--- config.mk ---
export PLATFORM = sky130hd
export DESIGN_NAME = veclen_ctrl_reg
export DESIGN_NICKNAME = d
export VERILOG_FILES = /design/src/rtl/veclen_pkg.sv /design/src/rtl/veclen_decode.sv /design/src/rtl/veclen_round.sv /design/src/rtl/veclen_ctrl_reg.sv
export SDC_FILE = /design/constraint.sdc
export NUM_CORES = 1
export LEC_CHECK = 0
export BUFFER_PORTS_ARGS = -buffer_cell sky130_fd_sc_hd__clkbuf_2
export CAP_MARGIN = 20
export CORE_MARGIN = 3
export CORE_UTILIZATION = 26
export CTS_CLUSTER_DIAMETER = 200
export DETAILED_ROUTE_END_ITERATION = 6
export MAX_ROUTING_LAYER = met4
export PLACE_DENSITY = 0.78
export SYNTH_ARGS = -nofsm -noshare
export SYNTH_HDL_FRONTEND = slang
export SYNTH_HIERARCHICAL = 1
export SYNTH_SLANG_ARGS = --single-unit
--- constraint.sdc ---
create_clock -name clk -period 1.58 [get_ports clk]
set_input_delay 0.316 -clock clk [delete_from_list [all_inputs] [get_ports clk]]
set_output_delay 0.316 -clock clk [all_outputs]
set_load 0.02 [all_outputs]
--- src/rtl/veclen_pkg.sv ---
package veclen_pkg;

    localparam int LEN_W       = 4;
    localparam int BITS_W      = 12;
    localparam int GRAN_SHIFT  = 7;   // 128-bit granule
    localparam int MAX_LOG2_HW = 4;   // architectural ceiling: 2048 bits

    localparam logic [5:0] TRAP_CLASS_VEC = 6'h19;

    typedef enum logic [1:0] {
        ACC_NONE  = 2'd0,
        ACC_UNDEF = 2'd1,
        ACC_TRAP  = 2'd2,
        ACC_OK    = 2'd3
    } acc_kind_e;

    typedef struct packed {
        logic [1:0] op0;
        logic [2:0] op1;
        logic [3:0] crn;
        logic [3:0] crm;
        logic [2:0] op2;
    } sysreg_enc_t;

    localparam sysreg_enc_t VL_ENC = '{op0: 2'b11, op1: 3'b110,
                                       crn: 4'b0001, crm: 4'b0010,
                                       op2: 3'b000};

    // floor(log2(v)) for v in 1..16
    function automatic logic [2:0] flog2_req(input logic [LEN_W:0] v);
        logic [2:0] r;
        r = 3'd0;
        for (int i = 0; i <= MAX_LOG2_HW; i++)
            if (v[i]) r = 3'(i);
        return r;
    endfunction

endpackage

--- src/rtl/veclen_decode.sv ---
module veclen_decode
    import veclen_pkg::*;
#(
    parameter bit VEC_PRESENT = 1'b1
) (
    input  logic        clk,
    input  logic        rst,
    input  logic        valid,
    input  sysreg_enc_t enc,
    input  logic [1:0]  priv_lvl,
    input  logic        trap_en,
    output acc_kind_e   kind
);

    logic hit;
    assign hit = valid && (enc == VL_ENC);

    always_comb begin
        if (!hit)
            kind = ACC_NONE;
        else if (!VEC_PRESENT || priv_lvl != 2'd3)
            kind = ACC_UNDEF;
        else if (!trap_en)
            kind = ACC_TRAP;
        else
            kind = ACC_OK;
    end

    // a foreign encoding never classifies as anything
    p_foreign_quiet_r7: assert property (@(posedge clk) disable iff (rst)
        (valid && enc.crm != VL_ENC.crm) |-> kind == ACC_NONE);
    // lower levels never complete or trap
    p_low_level_undef_r5: assert property (@(posedge clk) disable iff (rst)
        (hit && priv_lvl != 2'd3) |-> kind == ACC_UNDEF);

endmodule

--- src/rtl/veclen_round.sv ---
module veclen_round
    import veclen_pkg::*;
#(
    parameter int MAX_LOG2 = 2
) (
    input  logic [LEN_W-1:0]  len,
    output logic [BITS_W-1:0] eff_bits
);

    localparam logic [2:0] CAP = 3'(MAX_LOG2);

    logic [LEN_W:0] req_mult;
    logic [2:0]     p_raw;
    logic [2:0]     p_cap;

    assign req_mult = {1'b0, len} + 1'b1;
    assign p_raw    = flog2_req(req_mult);
    assign p_cap    = (p_raw > CAP) ? CAP : p_raw;

    generate
        for (genvar g = 0; g <= MAX_LOG2_HW; g++) begin : g_sel
            assign eff_bits[GRAN_SHIFT+g] = (p_cap == 3'(g));
        end
    endgenerate
    assign eff_bits[GRAN_SHIFT-1:0] = '0;

    initial begin
        a_cap_range: assert (MAX_LOG2 >= 0 && MAX_LOG2 <= MAX_LOG2_HW);
    end

endmodule

--- src/rtl/veclen_ctrl_reg.sv ---
module veclen_ctrl_reg
    import veclen_pkg::*;
#(
    parameter bit VEC_PRESENT = 1'b1,
    parameter int MAX_LOG2    = 2
) (
    input  logic              clk,
    input  logic              rst,
    input  logic              acc_valid,
    input  logic              acc_write,
    input  logic [1:0]        acc_op0,
    input  logic [2:0]        acc_op1,
    input  logic [3:0]        acc_crn,
    input  logic [3:0]        acc_crm,
    input  logic [2:0]        acc_op2,
    input  logic [63:0]       acc_wdata,
    input  logic [1:0]        priv_lvl,
    input  logic              trap_en,
    output logic [63:0]       rd_data,
    output logic              rd_valid,
    output logic              undef_o,
    output logic              trap_o,
    output logic [5:0]        trap_class,
    output logic [BITS_W-1:0] eff_len_bits
);

    sysreg_enc_t      enc;
    acc_kind_e        kind;
    logic [LEN_W-1:0] len_q;
    logic             wdata_unused;

    assign enc = '{op0: acc_op0, op1: acc_op1, crn: acc_crn,
                   crm: acc_crm, op2: acc_op2};
    assign wdata_unused = ^acc_wdata[63:LEN_W];

    veclen_decode #(.VEC_PRESENT(VEC_PRESENT)) u_dec (
        .clk      (clk),
        .rst      (rst),
        .valid    (acc_valid),
        .enc      (enc),
        .priv_lvl (priv_lvl),
        .trap_en  (trap_en),
        .kind     (kind)
    );

    always_ff @(posedge clk) begin
        if (rst) begin
            len_q      <= '0;
            rd_data    <= '0;
            rd_valid   <= 1'b0;
            undef_o    <= 1'b0;
            trap_o     <= 1'b0;
            trap_class <= '0;
        end else begin
            rd_valid   <= (kind == ACC_OK) && !acc_write;
            rd_data    <= ((kind == ACC_OK) && !acc_write)
                          ? {{(64-LEN_W){1'b0}}, len_q} : '0;
            undef_o    <= (kind == ACC_UNDEF);
            trap_o     <= (kind == ACC_TRAP);
            trap_class <= (kind == ACC_TRAP) ? TRAP_CLASS_VEC : 6'h00;
            if (kind == ACC_OK && acc_write)
                len_q <= acc_wdata[LEN_W-1:0];
        end
    end

    veclen_round #(.MAX_LOG2(MAX_LOG2)) u_round (
        .len      (len_q),
        .eff_bits (eff_len_bits)
    );

    // effective length is a single power of two not above the request
    p_eff_pow2_r3: assert property (@(posedge clk) disable iff (rst)
        $countones(eff_len_bits) == 1);
    p_eff_le_req_r3: assert property (@(posedge clk) disable iff (rst)
        eff_len_bits <= ((BITS_W'(len_q) + 1'b1) << GRAN_SHIFT));
    // a completed write bounds the next cycle's effective length
    p_write_visible_r4: assert property (@(posedge clk) disable iff (rst)
        (kind == ACC_OK && acc_write) |=>
        eff_len_bits <= ((BITS_W'($past(acc_wdata[LEN_W-1:0])) + 1'b1) << GRAN_SHIFT));
    // refused accesses leave the stored code alone
    p_refused_stable_r5: assert property (@(posedge clk) disable iff (rst)
        (undef_o || trap_o) |-> $stable(len_q));
    p_trap_class_r6: assert property (@(posedge clk) disable iff (rst)
        trap_o |-> trap_class == 6'h19);
    // upper read bits are zero
    p_read_upper_zero_r2: assert property (@(posedge clk) disable iff (rst)
        rd_valid |-> rd_data[63:LEN_W] == '0);
    // one response kind at a time
    p_one_response_r10: assert property (@(posedge clk) disable iff (rst)
        $onehot0({rd_valid, undef_o, trap_o}));

endmodule

==> results.yml, run 1 <==
global_route:
  grt_pass1_vias: 589
  grt_use_total_pct: 6.24
  overflow: 0
  grt_max_degree: 12
  grt_pass1_wl_um: 2410
  antenna_found_initial: 0
layout:
  antenna_cells: 0
  areaGrowthSynthToFinish_pct: 6.46
  drive_gt1_share_pct: 33.5
  final_area_mm2: 0.00113
  fillers: 423
  nets: 256
  final_util_pct: 29.9
  layout.cells.non_filler: 215
run_status:
  status: "complete, but fails checks"
  violations: "setup timing"
clocking:
  cts_tree: "built"
  cts.sinks: 11
  cts_buffer_depth: 2
  clockRootBuffer: "clkbuf_8"
  clkTransAtPathRegs_ns: 0.05
  ctsHoldBuffers: 0
  clk_latency_ns: 0.24
  cts.htree.levels: 1
  cts_buffers: 3
die:
  start_util_pct: 28.1
  core_mm2: 0.00380
  rows: 22
  fp.dieArea_mm2: 0.00490
  chipHeight_um: 70.0
  fp.dieW_um: 70.0
  io_pins: 172
placed_design:
  place_inst: 209
  pre_cts_slack_ns: -0.269
  portBuffers: 39
  dp_hpwl_um: 1510
  gp_congestion: 0.691
  placedInstanceArea_mm2: 0.00101
drt:
  drt_iter0_drc: 13
  viasPerCell: 3.36
  wl_per_cell_um: 8.40
  routed_wl_um: 1810
  num_vias: 723
  detail-route-antenna-nets: 0
  firstDrtPassIters: 4
  route.detailed.drc: 0
setup_path:
  crit_path_start_kind: "register"
  path_delay_family: "flip-flops"
  crit_path_max_incr_delay_ns: 0.35
  required_ns: 1.26
  arrival_ns: 1.33
  cp_num_buf_inv: 1
  critPathKind: "reg -> out"
  critPathCaptureType: "output pin"
  cp_max_fo: 3
  crit_path_cell_trace: "ha_4 -> and2_4 -> a21oi_4 -> or2_1 -> clkbuf_8"
  cp_slowest_cell: "dfxtp_4"
timing:
  fmaxAchievable_ghz: 0.606
  worst_slack_ns: -0.0700
  setup_violations: 3
  rsz0062_at_grt: "true"
  finalHoldViolations: 0
  fin_crit_ns: 1.65
  final.setup.tns_ns: -0.151
  final.setup_skew_ns: 0.000445
  slew_violations: 0
  period_share_pct: 104
pwr:
  leakagePower_nw: 0.617
  ir_drop_mv: 0.153
  power_density_mw_per_mm2: 659
synthesis:
  synth-seq-area-share_pct: 20.7
  synth_cells: 128
  yosys-top-cells-area: "buf_4 (53%), dfxtp_1 (21%), nand2b_1 (4.7%)"
  syn_area_per_cell_um2: 8.33
  yosysUniqueCellTypes: 22
  synth-seq-cells: 11
  yosysTopAreaCell: "buf_4"
  syn_area_mm2: 0.00107
  yosys.area.top_type_share_pct: 52.8
  ys.warnings.count: 6
flow_run:
  cap_violations: 0
min_path:
  hold_class: "in -> reg"
## tightest hold or removal path, cell delays in order
cell and delay, ns:
clkbuf_2 0.08, nand2b_1 0.05, mux2i_1 0.06
## routing by layer
layer	track usage [%]	wire, um	vias up
li1	-	-	334
met1	5.23	541	304
met2	12.4	892	81
met3	1.15	353	4
met4	3.83	18	0
met5	-	0	-
## logic make-up (layout without fill, tap and decap cells)
group	count (synthesis)	in the layout	share of synthesized area (%)
AND/OR/NAND/NOR	32	32	18.7
other	2	72	0.704
AO/OA/AOI/OAI	1	1	0.822
buffers and inverters	77	46	54.2
adder cells (fa/ha/maj)	1	1	1.17
flip-flops	11	11	20.7
multiplexers	4	4	3.76
## synth_stat cells, drive strengths merged
master   n
nor3b    3
nand2    3
mux2i    4
nand4b   1
clkbuf   1
ha       1
or3      1
nand4    1
and4bb   1
and3     1
nor4     2
nor2     2
nand2b   8
a21oi    1
and2     5
dfxtp   11
buf     76
conb     2
nor3     3
or2      1
## worst paths after layout
path	start	slack (ns)	depth (start not counted)	to
setup / recovery	len_q[0]	-0.07	5	eff_len_bits[9]
hold / removal	acc_wdata[2]	0.32	3	len_q[2]
setup reg to reg	len_q[0]	0.86	3	len_q[0]
hold reg to reg	len_q[2]	0.52	2	len_q[2]
## repair_timing
item,in CTS,in global routing
setup endpoints to repair,7,11
pin swaps,2,3
gates resized for setup,13,5
buffers inserted,2,0
## flip-flops by register name (all words and copies together) (netlist names)
name	flops
rd_valid	1
trap_class	1
len_q	4
undef_o	1
rd_data	4
## area by class of cell
cell class	count	area, um^2	area share, %
timing repair buffer	42	229	20.2
tap	48	60.1	5.29
multi-input combinational	110	573	50.5
clock buffer	4	45.0	3.97
sequential	11	228	20.1
## through the flow
step	power, mW	hold WS (ns)
floorplan	0.580	0.471
global placement	0.474	0.490
detailed placement	0.475	0.506
CTS	0.756	0.316
global route	0.781	0.348
finish	0.748	0.317
## cell usage in the layout, fill, tap and decap left out, drive strengths merged
master / n
nand4: 1
nor4: 2
and4bb: 1
or3: 1
conb: 72
nor3b: 3
clkbuf: 41
buf: 5
nor3: 3
or2: 1
mux2i: 4
nand2: 3
ha: 1
dfxtp: 11
nand4b: 1
nand2b: 8
nor2: 2
and2: 5
a21oi: 1
and3: 1
## power breakdown
group | switching [mW] | total [mW] | internal (mW) | leakage (nW)
Combinational | 0.168 | 0.197 | 0.0292 | 0.504
Sequential | 0.000000111 | 0.275 | 0.275 | 0.0902
Clock | 0.100 | 0.277 | 0.177 | 0.0228
No activity file was read; power rests on OpenSTA's default activity.
==> run 2, diff against run 1 <==
clock period = 1.38 ns   (was 1.58 ns; I/O delays follow)
==> run 2 against run 1 <==
  * Setup slack got worse by 0.15 ns
  * Count of clock-buffer cells in the layout is the same
  * Clock power up 19%
  * Combinational power increased by 22%
  * The flow still finishes with violations (setup timing)
  * Clock skew about the same
  * Worst hold slack lost 0.039 ns
  * Register-to-register slack lost 0.23 ns
  * Sequential share of layout area decreased by 1.3 points
==> results.yml, run 2 (synthesis gave the netlist of run 1 again) <==
setup_path:
  arrival_ns: 1.33
  crit_path_start_kind: "register"
  crit_start: "len_q[1]"
  r2r_start: "len_q[1]"
  critPathCaptureType: "output pin"
  r2r_setup_slack_ns: 0.63
  setup.worst_path.end: "eff_len_bits[9]"
  critPathKind: "reg -> out"
  required_ns: 1.10
  cp_max_fo: 3
  r2r-end: "len_q[1]"
  reg2regPathDepth: 3
placed_design:
  gp_congestion: 0.768
  dp_hpwl_um: 1460
  portBuffers: 39
  placedInstanceArea_mm2: 0.00105
timing:
  setup_violations: 8
  period_share_pct: 116
  worst_slack_ns: -0.221
  slew_violations: 0
  fmaxAchievable_ghz: 0.624
  final.setup_skew_ns: 0.000250
  hold_ws_ns: 0.278
  fin_crit_ns: 1.60
  rsz0062_at_grt: "true"
  finalHoldViolations: 0
clocking:
  cts.htree.levels: 1
  cts_buffer_depth: 2
  cts.sinks: 11
  clockRootBuffer: "clkbuf_8"
  cts_tree: "built"
  clk_latency_ns: 0.24
  cts_buffers: 3
  ctsHoldBuffers: 0
  clkTransAtPathRegs_ns: 0.05
flow_run:
  cap_violations: 0
die:
  core_mm2: 0.00380
  fp.dieArea_mm2: 0.00490
  rows: 22
  io_pins: 172
  start_util_pct: 28.1
  chipHeight_um: 70.0
  fp.dieW_um: 70.0
layout:
  nets: 255
  top_regs: "len_q x4, rd_data x4"
  fillers: 416
  final_common_cell: "conb_1"
  multi_input_area_um2: 622
  areaGrowthSynthToFinish_pct: 11.3
  ff_latch_area_um2: 223
  mostFrequentLayoutCells: "conb_1 (72), clkbuf_2 (34), dfxtp_1 (9)"
  antenna_cells: 0
  drive_gt1_share_pct: 36.1
  final_util_pct: 31.2
  final_area_mm2: 0.00119
global_route:
  antenna_found_initial: 0
  grt_use_total_pct: 6.48
  grt_pass1_wl_um: 2480
  overflow: 0
  grt_pass1_vias: 571
  grt_max_degree: 12
drt:
  viasPerCell: 3.48
  drt_iter0_drc: 20
  firstDrtPassIters: 4
  routed_wl_um: 1810
  detail-route-antenna-nets: 0
  num_vias: 744
  wl_per_cell_um: 8.46
  route.detailed.drc: 0
run_status:
  violations: "setup timing"
  status: "complete, but fails checks"
pwr:
  power_density_mw_per_mm2: 748
  leakagePower_nw: 0.627
  ir_drop_mv: 0.163
  finalPower_mw: 0.888
min_path:
  hold_class: "in -> reg"
run 2: report_power, final:
part,internal [mW],total (mW),switching [mW]
registers,0.318,0.318,0.0000000867
logic,0.0394,0.240,0.201
clock network,0.203,0.330,0.126
run 2: layout make-up:
type | count | share of cell area [%]
clock buffers | 4 | 3.80
multi-input cells | 110 | 52.4
flip-flops and latches | 11 | 18.8
well taps | 48 | 5.06
repair buffers | 41 | 19.9
run 2: metrics by stage:
| step | setup WS, ns | setup TNS (ns) | cells |
|---|---|---|---|
| after global routing | -0.283 | -1.57 | 214 |
| after global placement | -0.270 | -1.64 | 210 |
| after detailed placement | -0.318 | -1.92 | 210 |
| final | -0.221 | -0.624 | 214 |
| after floorplan | -0.0525 | -0.210 | 198 |
| after CTS | -0.216 | -0.591 | 214 |
run 2: what timing repair did:
item	CTS	global route
endpoints found under the setup margin	7	11
pin swaps	4	6
gates resized for setup	11	11
setup buffers	0	0
run 2: how the worst min path moves through the flow:
stage	endpoint	cells past startpoint	slack, ns	start
3_3_place_gp	len_q[2]	2	0.49	len_q[2]
3_5_place_dp	rd_data[2]	1	0.50	len_q[2]
6_report	len_q[2]	3	0.28	acc_wdata[2]
2_1_floorplan	len_q[0]	2	0.43	acc_wdata[0]
4_1_cts	len_q[3]	3	0.28	acc_wdata[3]
5_1_grt	len_q[2]	3	0.30	acc_wdata[2]
run 2: routing by layer:
metal	wire length [um]	vias to the layer above	GRT usage, %
met4	35	0	4.47
met2	902	83	11.3
li1	-	332	-
met1	504	325	6.43
met3	369	4	1.29
met5	0	-	-
run 2: worst max-delay path: stages, from the launching register on:
cell	delay, ns
dfxtp_2	0.33
ha_4	0.16
and2_4	0.16
a21oi_4	0.15
or2_1	0.14
clkbuf_8	0.14
